<file path="src/rtl/strap_seq_pkg.sv">
// Package: shared types and the time-to-cycle conversion for the strap
// sequencer. Assumes durations in nanoseconds and a clock in hertz.
package strap_seq_pkg;

    typedef enum logic [2:0] {
        S_IDLE,
        S_ASSERT_RST,
        S_GUARD,
        S_RELEASE,
        S_HOLD,
        S_DONE
    } seq_state_t;

    // Rounds ns * hz / 1e9 up; never returns fewer than one cycle.
    function automatic int unsigned ns_to_cycles(input longint unsigned ns,
                                                 input longint unsigned hz);
        longint unsigned c;
        c = (ns * hz + 64'd999_999_999) / 64'd1_000_000_000;
        return (c == 0) ? 32'd1 : 32'(c);
    endfunction

    function automatic int unsigned max_u(input int unsigned a, input int unsigned b);
        return (a > b) ? a : b;
    endfunction

endpackage

</file>
<file path="src/rtl/strap_seq_timer.sv">
// Module: loadable down-counter used to time each phase of the sequence.
// Assumes a load value of N-1 for an N-cycle phase; expired_o is high when
// the count has reached zero, and the counter then rests there.
module strap_seq_timer #(
    parameter int unsigned CNT_W = 14
) (
    input  logic             clk,
    input  logic             rst_n,
    input  logic             load_i,
    input  logic [CNT_W-1:0] load_val_i,
    output logic             expired_o
);
    logic [CNT_W-1:0] cnt_q;

    // Count down toward zero, or take a new phase length.
    always_ff @(posedge clk) begin
        if (!rst_n)
            cnt_q <= '0;
        else if (load_i)
            cnt_q <= load_val_i;
        else if (cnt_q != '0)
            cnt_q <= cnt_q - 1'b1;
    end

    assign expired_o = (cnt_q == '0);

    // without a load the count only ever steps down by one
    timer_step_chk: assert property (@(posedge clk) disable iff (!rst_n)
        (!load_i && cnt_q != '0) |=> (cnt_q == $past(cnt_q) - 1'b1));

endmodule

</file>
<file path="src/rtl/strap_seq_mode_dec.sv">
// Module: decodes the 2-bit bus mode code into a valid flag, the strap
// pattern for that mode and a 2-wire flag. Purely combinational.
module strap_seq_mode_dec #(
    parameter logic [1:0] STRAP_2W  = 2'b00,
    parameter logic [1:0] STRAP_3W  = 2'b10,
    parameter logic [1:0] STRAP_SPI = 2'b01
) (
    input  logic [1:0] mode_i,
    output logic       valid_o,
    output logic [1:0] straps_o,
    output logic       two_wire_o
);
    // Table lookup of the strap pattern per mode code.
    always_comb begin
        valid_o    = 1'b1;
        two_wire_o = 1'b0;
        straps_o   = 2'b00;
        unique case (mode_i)
            2'd0: begin straps_o = STRAP_2W; two_wire_o = 1'b1; end
            2'd1: straps_o = STRAP_3W;
            2'd2: straps_o = STRAP_SPI;
            default: valid_o = 1'b0;
        endcase
    end

endmodule

</file>
<file path="src/rtl/strap_reset_seq.sv">
// Module: top of the reset and bus-mode strap sequencer. On an accepted
// start it drives straps, holds the peripheral in reset for the longer of
// the reset width and the line guard, releases reset, holds the straps,
// then hands the lines back. Assumes start_i is synchronous to clk.
module strap_reset_seq
    import strap_seq_pkg::*;
#(
    parameter longint unsigned CLK_HZ       = 125_000_000,
    parameter int unsigned     RST_LONG_NS  = 100_000,
    parameter int unsigned     RST_SHORT_NS = 30,
    parameter int unsigned     GUARD_NS     = 300,
    parameter int unsigned     HOLD_NS      = 30,
    parameter logic [1:0]      STRAP_2W     = 2'b00,
    parameter logic [1:0]      STRAP_3W     = 2'b10,
    parameter logic [1:0]      STRAP_SPI    = 2'b01
) (
    input  logic       clk,
    input  logic       rst_n,
    input  logic       start_i,
    input  logic [1:0] mode_i,
    input  logic [1:0] strap_drv_en_i,
    output logic       busy_o,
    output logic       done_o,
    output logic       err_o,
    output logic       dev_rst_n_o,
    output logic       bus_own_o,
    output logic       scl_o,
    output logic       sda_o,
    output logic [1:0] strap_o,
    output logic [1:0] strap_oe_o
);
    localparam int unsigned LONG_CYC  = ns_to_cycles(RST_LONG_NS, CLK_HZ);
    localparam int unsigned SHORT_CYC = ns_to_cycles(RST_SHORT_NS, CLK_HZ);
    localparam int unsigned GUARD_CYC = ns_to_cycles(GUARD_NS, CLK_HZ);
    localparam int unsigned HOLD_CYC  = ns_to_cycles(HOLD_NS, CLK_HZ);
    localparam int unsigned PRE_LONG  = max_u(LONG_CYC, GUARD_CYC);
    localparam int unsigned PRE_SHORT = max_u(SHORT_CYC, GUARD_CYC);
    localparam int unsigned MAX_LOAD  = max_u(PRE_LONG, max_u(GUARD_CYC, HOLD_CYC));
    localparam int unsigned CNT_W     = $clog2(MAX_LOAD + 1);

    seq_state_t       state_q, state_d;
    logic             ld;
    logic [CNT_W-1:0] ld_val;
    logic             expired;
    logic             mode_ok, mode_2w;
    logic [1:0]       mode_straps;
    logic [1:0]       straps_q, oe_q;
    logic             two_wire_q, long_q, err_q;
    logic             accept, pick_long;

    strap_seq_mode_dec #(
        .STRAP_2W (STRAP_2W),
        .STRAP_3W (STRAP_3W),
        .STRAP_SPI(STRAP_SPI)
    ) u_dec (
        .mode_i    (mode_i),
        .valid_o   (mode_ok),
        .straps_o  (mode_straps),
        .two_wire_o(mode_2w)
    );

    strap_seq_timer #(.CNT_W(CNT_W)) u_tmr (
        .clk       (clk),
        .rst_n     (rst_n),
        .load_i    (ld),
        .load_val_i(ld_val),
        .expired_o (expired)
    );

    assign accept    = (state_q == S_IDLE) && start_i && mode_ok;
    assign pick_long = ~&strap_drv_en_i;

    // Next phase and the timer load that starts it.
    always_comb begin
        state_d = state_q;
        ld      = 1'b0;
        ld_val  = '0;
        unique case (state_q)
            S_IDLE: if (accept) begin
                state_d = S_ASSERT_RST;
                ld      = 1'b1;
                ld_val  = pick_long ? CNT_W'(PRE_LONG - GUARD_CYC)
                                    : CNT_W'(PRE_SHORT - GUARD_CYC);
            end
            S_ASSERT_RST: if (expired) begin
                state_d = S_GUARD;
                ld      = 1'b1;
                ld_val  = CNT_W'(GUARD_CYC - 1);
            end
            S_GUARD: if (expired) state_d = S_RELEASE;
            S_RELEASE: begin
                state_d = S_HOLD;
                ld      = 1'b1;
                ld_val  = CNT_W'(HOLD_CYC - 1);
            end
            S_HOLD: if (expired) state_d = S_DONE;
            default: state_d = S_IDLE;
        endcase
    end

    // Phase register, configuration latch and error pulse.
    always_ff @(posedge clk) begin
        if (!rst_n) begin
            state_q    <= S_IDLE;
            straps_q   <= 2'b00;
            oe_q       <= 2'b00;
            two_wire_q <= 1'b0;
            long_q     <= 1'b0;
            err_q      <= 1'b0;
        end else begin
            state_q <= state_d;
            err_q   <= (state_q == S_IDLE) && start_i && !mode_ok;
            if (accept) begin
                straps_q   <= mode_straps;
                oe_q       <= strap_drv_en_i;
                two_wire_q <= mode_2w;
                long_q     <= pick_long;
            end
        end
    end

    // Output decode from the current phase.
    always_comb begin
        bus_own_o   = (state_q == S_ASSERT_RST) || (state_q == S_GUARD) ||
                      (state_q == S_RELEASE)    || (state_q == S_HOLD);
        dev_rst_n_o = !((state_q == S_ASSERT_RST) || (state_q == S_GUARD));
        busy_o      = (state_q != S_IDLE);
        done_o      = (state_q == S_DONE);
        err_o       = err_q;
        strap_o     = bus_own_o ? straps_q : 2'b00;
        strap_oe_o  = bus_own_o ? oe_q : 2'b00;
        scl_o       = bus_own_o && two_wire_q;
        sda_o       = bus_own_o && two_wire_q;
    end

    // Low-time counter for the reset width check.
    logic [CNT_W:0] low_cnt;
    always_ff @(posedge clk) begin
        if (!rst_n || dev_rst_n_o)
            low_cnt <= '0;
        else
            low_cnt <= low_cnt + 1'b1;
    end


    rst_width_chk: assert property (@(posedge clk) disable iff (!rst_n)
        $rose(dev_rst_n_o) |->
            (low_cnt >= (long_q ? (CNT_W+1)'(PRE_LONG) : (CNT_W+1)'(PRE_SHORT))));


    strap_hold_chk: assert property (@(posedge clk) disable iff (!rst_n)
        (state_q == S_RELEASE || state_q == S_HOLD) |->
            ($stable(strap_o) && $stable(strap_oe_o)));


    two_wire_idle_chk: assert property (@(posedge clk) disable iff (!rst_n)
        (bus_own_o && two_wire_q) |-> (scl_o && sda_o));


    no_clk_rise_chk: assert property (@(posedge clk) disable iff (!rst_n)
        (bus_own_o && !two_wire_q) |-> !$rose(scl_o));


    done_handover_chk: assert property (@(posedge clk) disable iff (!rst_n)
        done_o |-> (busy_o && !bus_own_o && dev_rst_n_o) ##1 !busy_o);


    bad_mode_chk: assert property (@(posedge clk) disable iff (!rst_n)
        (start_i && !busy_o && !mode_ok) |=> (err_o && !busy_o && dev_rst_n_o));

endmodule

</file>
<file path="config.mk">
export PLATFORM = sky130hd
export DESIGN_NAME = strap_reset_seq
export DESIGN_NICKNAME = d
export VERILOG_FILES = /design/src/rtl/strap_seq_pkg.sv /design/src/rtl/strap_seq_timer.sv /design/src/rtl/strap_seq_mode_dec.sv /design/src/rtl/strap_reset_seq.sv
export SDC_FILE = /design/constraint.sdc
export NUM_CORES = 1
export LEC_CHECK = 0
export BUFFER_PORTS_ARGS = -buffer_cell sky130_fd_sc_hd__buf_4
export CORE_MARGIN = 2
export CORE_UTILIZATION = 50
export CTS_BUF_LIST = sky130_fd_sc_hd__clkbuf_4 sky130_fd_sc_hd__clkbuf_8
export DETAILED_ROUTE_END_ITERATION = 10
export PLACE_DENSITY_LB_ADDON = 0.3
export SLEW_MARGIN = 20
export SYNTH_ARGS = -nofsm -noshare
export SYNTH_HDL_FRONTEND = slang
export SYNTH_SLANG_ARGS = --single-unit
</file>
<file path="constraint.sdc">
create_clock -name clk -period 2.2 [get_ports clk]
set_clock_uncertainty 0.05 [all_clocks]
set_input_delay 0.44 -clock clk [delete_from_list [all_inputs] [get_ports clk]]
set_output_delay 0.44 -clock clk [all_outputs]
set_load 0.05 [all_outputs]
</file>
==> reports/qor.yml, run 1 <==
setup_path:
  crit_path_frequent_cell: "buf_4"
  max_stage_delay_ns: 0.67
  required_ns: 2.42
  arrival_ns: 2.38
  crit_fanout: 5
  endpoint_kind: "flop"
  path_class: "flop to flop"
  crit_slowest_cell: "or4_2"
  path_cells: "inv_1 > ha_1 > or3b_4 > nor4_4 > buf_4 > buf_4 > or4_2 > a21boi_2"
  cp-start-kind: "flop"
  cp_num_buf_inv: 3
  cp_top_family: "simple AND/OR/NAND/NOR gates"
detailed_routing:
  dr.pass1.iters: 4
  drc: 0
  vias_per_cell: 5.86
  vias: 1177
  ant_nets: 0
  drtIter0Drc: 28
  routed_wl_mm: 2.82
  avgRoutedWirePerCell_um: 14.0
synth:
  synth-edff-count: 0
  seq_area_frac_synth: 0.380
  synth_fa_ha_area_frac: 0.0103
  synth-compound-area-share: 0.180
  avgSynthCellArea_um2: 8.30
  synth_top_family_by_area: "simple AND/OR/NAND/NOR gates"
  synthSimpleGateAreaFrac: 0.318
  synth_cells: 146
  ys_warn_count: 0
  synth_nets: 154
  async_flop_share: 0
  synth_xor_area_frac: 0.0651
  ys_ff_latch: 23
  synthFlopType: "dfxtp_1"
  synth.mux.area_fraction: 0.00826
  synth.cell_area_um2: 1210
  synth_cell_types: 41
grt:
  grt_start_max_net_pins: 15
  grt_pass1_vias: 1022
  overflow: 0
  antenna_found_initial: 0
  grt_pass1_wl_mm: 4.40
  track_usage: 0.214
cells_and_area:
  fill_cells: 205
  final_common_cell: "buf_4"
  final_util: 0.660
  post_route_cells_drive_above_1_share: 0.266
  antenna_cells: 0
  multi_input_area_um2: 731
  nets: 182
  ff_latch_area_um2: 462
  syn_to_final_growth_pct: 22.8
  final_cell_mix: "buf_4 (29), dfxtp_1 (22), nand2_1 (15)"
sta:
  finalHoldViolations: 0
  slew_headroom: 0.701
  final.period_utilization: 0.982
  finalSetupViolations: 0
  worstMarginPinSlew_ns: 0.445
  fmax_ghz: 0.463
  fin_worst_hold_slack_ns: 0.336
  slew_violations: 0
  fin_crit_ns: 2.16
cts:
  insertion_delay_ns: 0.32
  cts-root-buf: "clkbuf_4"
  holdBufCountCts: 0
  clock-sinks: 23
  cts.path.max_buffers: 2
  htreeDepth: 1
  numCtsBuffers: 3
  cts_tree: "built"
  clk_pin_slew_ns: 0.14
hold_path:
  hold_class: "input pin to flop"
floorplan:
  start_util: 0.537
  die_x_um: 53.2
  io_pins: 18
  die_y_um: 53.2
  core_um2: 2250
  rows: 17
  die_area_um2: 2830
power:
  finalPower_w: 0.00231
  p_sw_frac: 0.459
  p_leak_nw: 0.608
  vdd_drop_max_mv: 0.848
  p_per_area_nw_per_um2: 1550
  power.share.combinational: 0.619
  clkPwrFrac: 0.088
  p_int_w: 0.00125
  pwr-share-seq: 0.293
  p_switching_w: 0.00106
placed_design:
  numPortBuffers: 17
  gp_congestion: 0.847
  dp_hpwl_mm: 2.05
outcome:
  status: "complete, no violations"
job:
  cap_viol_max_count: 0
[power by group through the flow]
stage / logic, W / registers [W] / clock network, W
6_report: 0.00143 / 0.000676 / 0.000204
5_1_grt: 0.00156 / 0.000691 / 0.000219
4_1_cts: 0.00134 / 0.000669 / 0.000208
3_5_place_dp: 0.00133 / 0.000677 / 0
3_3_place_gp: 0.00129 / 0.000670 / 0
2_1_floorplan: 0.000989 / 0.000645 / 0
[registers in the layout, summed over array words and instances, names as in the netlist]
signal	cells
straps_q	2
state_q	3
two_wire_q	1
err_o	1
u_tmr.cnt_q	14
oe_q	2
[stage by stage]
step,cell area (um^2),setup slack [ns],cells,setup TNS [ns]
floorplan,1230,0.0971,146,0
global route,1490,-0.0179,201,-0.0179
global placement,1430,0.107,194,0
finish,1490,0.0398,201,0
detailed placement,1430,0.0337,194,0
CTS,1460,0.00904,198,0
[layer usage]
layer  wire length (um)  GRT usage  vias up
met5                  0          0        -
met2               1350      0.354       36
li1                   -          -      575
met1               1280      0.276      561
met4                 44     0.0940        0
met3                137     0.0254        5
[cell families after synthesis]
kind of cell | after synthesis
compound gates | 34
xor+xnor | 9
fa+ha+maj | 1
buf+inv | 10
flops | 23
mux | 1
simple gates | 68
[worst reg2reg max path: stages, from the launching register on]
cell	delay, ns
dfxtp_2	0.38
inv_1	0.05
ha_1	0.19
or3b_4	0.27
nor4_4	0.06
buf_4	0.16
buf_4	0.14
or4_2	0.68
a21boi_2	0.15
[synth_stat cells (3+ instances only)]
library cell / instances / area [um^2]
nor2_1: 14 / 52.6
clkbuf_1: 3 / 11.3
dfxtp_1: 23 / 460
nor3_1: 7 / 35.0
nor2b_1: 3 / 18.8
a21oi_1: 12 / 60.1
nor4_1: 3 / 18.8
a21boi_0: 4 / 30.0
xnor2_1: 8 / 70.1
nand2_1: 15 / 56.3
and2_1: 7 / 43.8
o21ai_0: 7 / 35.0
inv_1: 4 / 15.0
[final timing paths]
| kind | slack [ns] | cells after the start | from | endpoint |
|---|---|---|---|---|
| worst max-delay path | 0.04 | 8 | u_tmr.cnt_q[1] | u_tmr.cnt_q[5] |
| worst min-delay path | 0.34 | 3 | strap_drv_en_i[0] | oe_q[0] |
| worst max register to register | 0.04 | 8 | u_tmr.cnt_q[1] | u_tmr.cnt_q[5] |
| worst min register to register | 0.43 | 2 | oe_q[0] | oe_q[0] |
[repair_timing]
action | in CTS | in global routing
setup buffers | 0 | 3
setup endpoints to repair | 0 | 8
resized for setup | 0 | 4
[final cells by class]
class,instances,share of cell area
Clock buffer,3,0.0151
Multi-Input combinational cell,113,0.491
Sequential cell,23,0.310
Tap cell,28,0.0235
Timing Repair Buffer,29,0.146
Inverter,4,0.0101
Clock inverter,1,0.00336
(Power assumes the default switching activity.)
==> run 2: changes to the inputs <==
ABC_AREA = 1   (was default)
SYNTH_HIERARCHICAL = 1   (was default)
==> reports/qor.yml, run 2 <==
synth:
  synthFlopType: "dfxtp_1"
  yosys-top-cells-area: "dfxtp_1 (30%), nand2_1 (15%), nor2_1 (7.6%)"
  synth.mux.area_fraction: 0
  synth_fa_ha_area_frac: 0.00816
  synth-compound-area-share: 0.104
  synth-edff-count: 0
  yosys.area.top_type: "dfxtp_1"
  ys_ff_latch: 23
  synth_xor_area_frac: 0.00571
  synth.most_common_cell: "nand2_1"
  avgSynthCellArea_um2: 6.41
  synth_cell_types: 28
  synth_top_family_by_area: "simple AND/OR/NAND/NOR gates"
  seq_area_frac_synth: 0.300
  synthTopCellsByCount: "nand2_1 (60), nor2_1 (31), inv_1 (30)"
  yosys.area.top_type_share: 0.300
  async_flop_share: 0
  synth.cell_area_um2: 1530
  synthSimpleGateAreaFrac: 0.464
  ys_warn_count: 6
  synth_cells: 239
cts:
  holdBufCountCts: 0
  insertion_delay_ns: 0.32
  numCtsBuffers: 3
  cts-root-buf: "clkbuf_4"
  cts_tree: "built"
  clock-sinks: 23
  htreeDepth: 1
  clk_pin_slew_ns: 0.14
  cts.path.max_buffers: 2
setup_path:
  crit_fanout: 5
  max_stage_delay_ns: 0.40
  cp_top_family: "simple AND/OR/NAND/NOR gates"
  path_class: "flop to output port"
  r2r_setup_slack_ns: 0.12
  crit_slowest_cell: "dfxtp_4"
  path_cells: "inv_6 > nor2_4 > nand2_2 > nand2_2 > inv_2 > nand2_4 > clkinvlp_4 > nor2_4 > buf_6"
  arrival_ns: 1.68
  cp_num_buf_inv: 4
  required_ns: 1.71
  endpoint_kind: "output port"
  cp-start-kind: "flop"
placed_design:
  pre_cts_ws_ns: 0.0355
  gp_congestion: 0.879
  placed_cell_area_um2: 1730
  numPortBuffers: 17
  dp_hpwl_mm: 2.56
sta:
  final.period_utilization: 0.988
  fmax_ghz: 0.460
  finalSetupViolations: 0
  setup_tns_ns: 0
  setup_ws_ns: 0.0266
  fin_crit_ns: 2.17
  fin_worst_hold_slack_ns: 0.336
  finalHoldViolations: 0
  rsz0062_at_grt: "true"
  slew_violations: 0
cells_and_area:
  reg_top3: "u_tmr/cnt_q (14), state_q (3)"
  stdcell_area_um2: 1890
  post_route_cells_drive_above_1_share: 0.317
  fill_cells: 273
  largest-register: "u_tmr/cnt_q"
  final_common_cell: "nand2_1"
  nets: 277
  syn_to_final_growth_pct: 23.3
  antenna_cells: 0
  largest_reg_flops: 14
  final_cell_mix: "nand2_1 (56), inv_1 (28), nor2_1 (24)"
detailed_routing:
  drtIter0Drc: 42
  drc: 0
  dr.pass1.iters: 4
  routed_wl_mm: 3.54
  avgRoutedWirePerCell_um: 11.8
  vias_per_cell: 5.01
  ant_nets: 0
  vias: 1508
hold_path:
  hold_class: "input pin to flop"
grt:
  overflow: 0
  grt_start_max_net_pins: 16
  grt_pass1_vias: 1389
  antenna_found_initial: 0
  track_usage: 0.210
  grt_pass1_wl_mm: 5.68
power:
  vdd_drop_max_mv: 0.956
  p_per_area_nw_per_um2: 1530
  p_leak_nw: 0.916
floorplan:
  rows: 20
  io_pins: 18
  start_util: 0.515
  die_y_um: 59.4
  die_area_um2: 3520
  die_x_um: 59.4
  core_um2: 2980
outcome:
  status: "complete, no violations"
job:
  cap_viol_max_count: 0
## run 2: cell types whose count changed in the layout (fill, tap and decap cells not counted), sizes merged, moves of 6 or more
| cell | delta |
|---|---|
| and2 | -7 |
| conb | +6 |
| inv | +33 |
| nand2 | +52 |
| nand3 | +21 |
| nor2 | +28 |
| nor3 | -7 |
| o21ai | +8 |
| xnor2 | -8 |
## run 2: cell families after synthesis
kind of cell	Yosys count
xor gates and xnor gates	1
buffers and inverters	43
adders and majority gates	1
and+or+nand+nor	139
other	1
DFF	23
AOI/OAI and AO/OA	31
## run 2: timing repair
action	CTS	global route
setup buffers	0	5
gates resized for setup	0	31
setup endpoints to repair	0	20
## run 2: cell type report
class                      count  area (um^2)  share of cell area
multi-input combinational    178          983               0.521
tap                           33         41.3              0.0219
sequential                    23          468               0.248
inverter                      39          159              0.0841
timing repair buffer          24          210               0.111
clock inverter                 1         5.00             0.00265
clock buffer                   3         22.5              0.0119
## run 2: per-stage QoR
step            util  total power (W)  cells
2_1_floorplan      -          0.00214    244
3_3_place_gp   0.582          0.00249    292
3_5_place_dp   0.582          0.00250    292
4_1_cts        0.591          0.00271    296
5_1_grt        0.634          0.00315    301
6_report       0.634          0.00289    301
## run 2: where the power goes
part / switching [W] / internal, W
logic: 0.00131 / 0.000698
registers: 0.000116 / 0.000557
clock network: 0.000138 / 0.0000681
## run 2: path summary, 6_finish.rpt
| path | startpoint | to | cells after the start |
|---|---|---|---|
| worst max register to register | u_tmr/cnt_q[0] | u_tmr/cnt_q[9] | 14 |
| worst min register to register | oe_q[0] | oe_q[0] | 2 |
| worst min-delay path | strap_drv_en_i[1] | oe_q[1] | 3 |
| worst max-delay path | state_q[0] | scl_o | 9 |
## run 2: worst min-delay path: cells and delay by family
kind / cells / cell delay [ns]
AOI/OAI and AO/OA: 2 / 0.16
buffers and inverters: 1 / 0.08
## run 2: metal layers
layer | global-route usage | wire (um) | vias up
met3 | 0.0262 | 138 | 9
li1 | - | - | 797
met4 | 0.0877 | 70 | 0
met5 | 0 | 0 | -
met1 | 0.259 | 1570 | 660
met2 | 0.364 | 1760 | 42
==> run 3: changes to the inputs <==
CTS_CLUSTER_DIAMETER = 200   (was default)
clock period = 2.55 ns   (was 2.2 ns; I/O delays follow)
==> reports/qor.yml, run 3 (same netlist as run 2, synthesis figures left out) <==
outcome:
  status: "complete, no violations"
sta:
  final.period_utilization: 0.880
  finalSetupViolations: 0
  fin_crit_ns: 2.24
  fmax_ghz: 0.446
  slew_violations: 0
  setup_ws_ns: 0.307
  finalHoldViolations: 0
  rsz0062_at_grt: "false"
  setup_tns_ns: 0
setup_path:
  arrival_ns: 1.68
  endpoint_kind: "output port"
  required_ns: 1.99
  path_class: "flop to output port"
  crit_fanout: 5
  cp-start-kind: "flop"
placed_design:
  numPortBuffers: 17
  gp_congestion: 0.837
  dp_hpwl_mm: 2.43
  dp_cells: 291
  pre_cts_ws_ns: 0.339
cells_and_area:
  syn_to_final_growth_pct: 13.1
  nets: 271
  final_common_cell: "nand2_1"
  reg_top3: "u_tmr/cnt_q (14), state_q (3)"
  post_route_cells_drive_above_1_share: 0.225
  fin_cells: 295
  largest-register: "u_tmr/cnt_q"
  largest_reg_flops: 14
  antenna_cells: 0
  final_cell_mix: "nand2_1 (60), inv_1 (30), nor2_1 (30)"
grt:
  overflow: 0
  grt_start_max_net_pins: 20
  antenna_found_initial: 0
  track_usage: 0.201
  grt_pass1_wl_mm: 5.53
  grt_pass1_vias: 1314
floorplan:
  io_pins: 18
  die_area_um2: 3520
  core_um2: 2980
  die_y_um: 59.4
  die_x_um: 59.4
  start_util: 0.515
  rows: 20
cts:
  cts.path.max_buffers: 2
  clk_pin_slew_ns: 0.13
  postCtsSetupBuffers: 0
  htreeDepth: 1
  cts_tree: "built"
  insertion_delay_ns: 0.32
  cts_resized: 0
  cts-root-buf: "clkbuf_4"
  numCtsBuffers: 3
  holdBufCountCts: 0
  clock-sinks: 23
detailed_routing:
  ant_nets: 0
  avgRoutedWirePerCell_um: 10.6
  routed_wl_mm: 3.11
  dr.pass1.iters: 4
  drc: 0
  vias_per_cell: 4.88
  drtIter0Drc: 54
  vias: 1441
power:
  vdd_drop_max_mv: 0.872
  p_leak_nw: 0.879
  p_per_area_nw_per_um2: 1320
hold_path:
  hold_class: "input pin to flop"
job:
  cap_viol_max_count: 0
==> run 3: cell types whose count changed in the layout (fill, tap and decap cells not counted), moves of 4 or more <==
cell	change
nor2_1	+6
nand2_1	+4
dfxtp_1	+4
buf_6	-6
==> run 3: where the power goes <==
| group | leakage (nW) | total [W] | switching [W] | internal, W |
|---|---|---|---|---|
| combinational | 0.671 | 0.00154 | 0.00104 | 0.000503 |
| clock | 0.0177 | 0.000177 | 0.000118 | 0.0000587 |
| sequential | 0.190 | 0.000567 | 0.0000932 | 0.000473 |
==> run 3: layout make-up <==
type                            count  area (um^2)
Inverter                           39          148
Sequential cell                    23          460
Multi-Input combinational cell    178          922
Timing Repair Buffer               18          135
Fill cell                         298         1240
Tap cell                           33         41.3
Clock buffer                        3         22.5
Clock inverter                      1         5.00
==> run 3: final timing paths <==
kind,end,slack (ns),startpoint,cells after the start
max,strap_o[0],0.31,state_q[0],9
min,err_o,0.40,start_i,3
max reg2reg,u_tmr/cnt_q[1],0.33,u_tmr/cnt_q[0],14
min reg2reg,oe_q[1],0.40,oe_q[1],2
==> run 3: through the flow <==
step,area (um^2),total power [W],utilization,hold WS [ns]
floorplan,1560,0.00182,-,0.379
global placement,1710,0.00210,0.573,0.390
detailed placement,1710,0.00212,0.573,0.396
CTS,1730,0.00230,0.582,0.393
global route,1730,0.00251,0.582,0.408
finish,1730,0.00229,0.582,0.405
==> run 3: worst max-delay path: stages (launching register included) <==
cell     delay (ns)
dfxtp_1        0.42
inv_2          0.09
nor2_1         0.13
nand2_1        0.08
nand2_1        0.07
inv_1          0.05
nand2_1        0.08
inv_1          0.12
nor2_1         0.12
buf_4          0.21
==> run 3: layer usage <==
metal | GRT usage | wire length [um] | vias up
met5 | 0 | 0 | -
met4 | 0.0292 | 12 | 0
met3 | 0.0459 | 143 | 2
met2 | 0.355 | 1530 | 27
met1 | 0.254 | 1420 | 628
li1 | - | - | 784
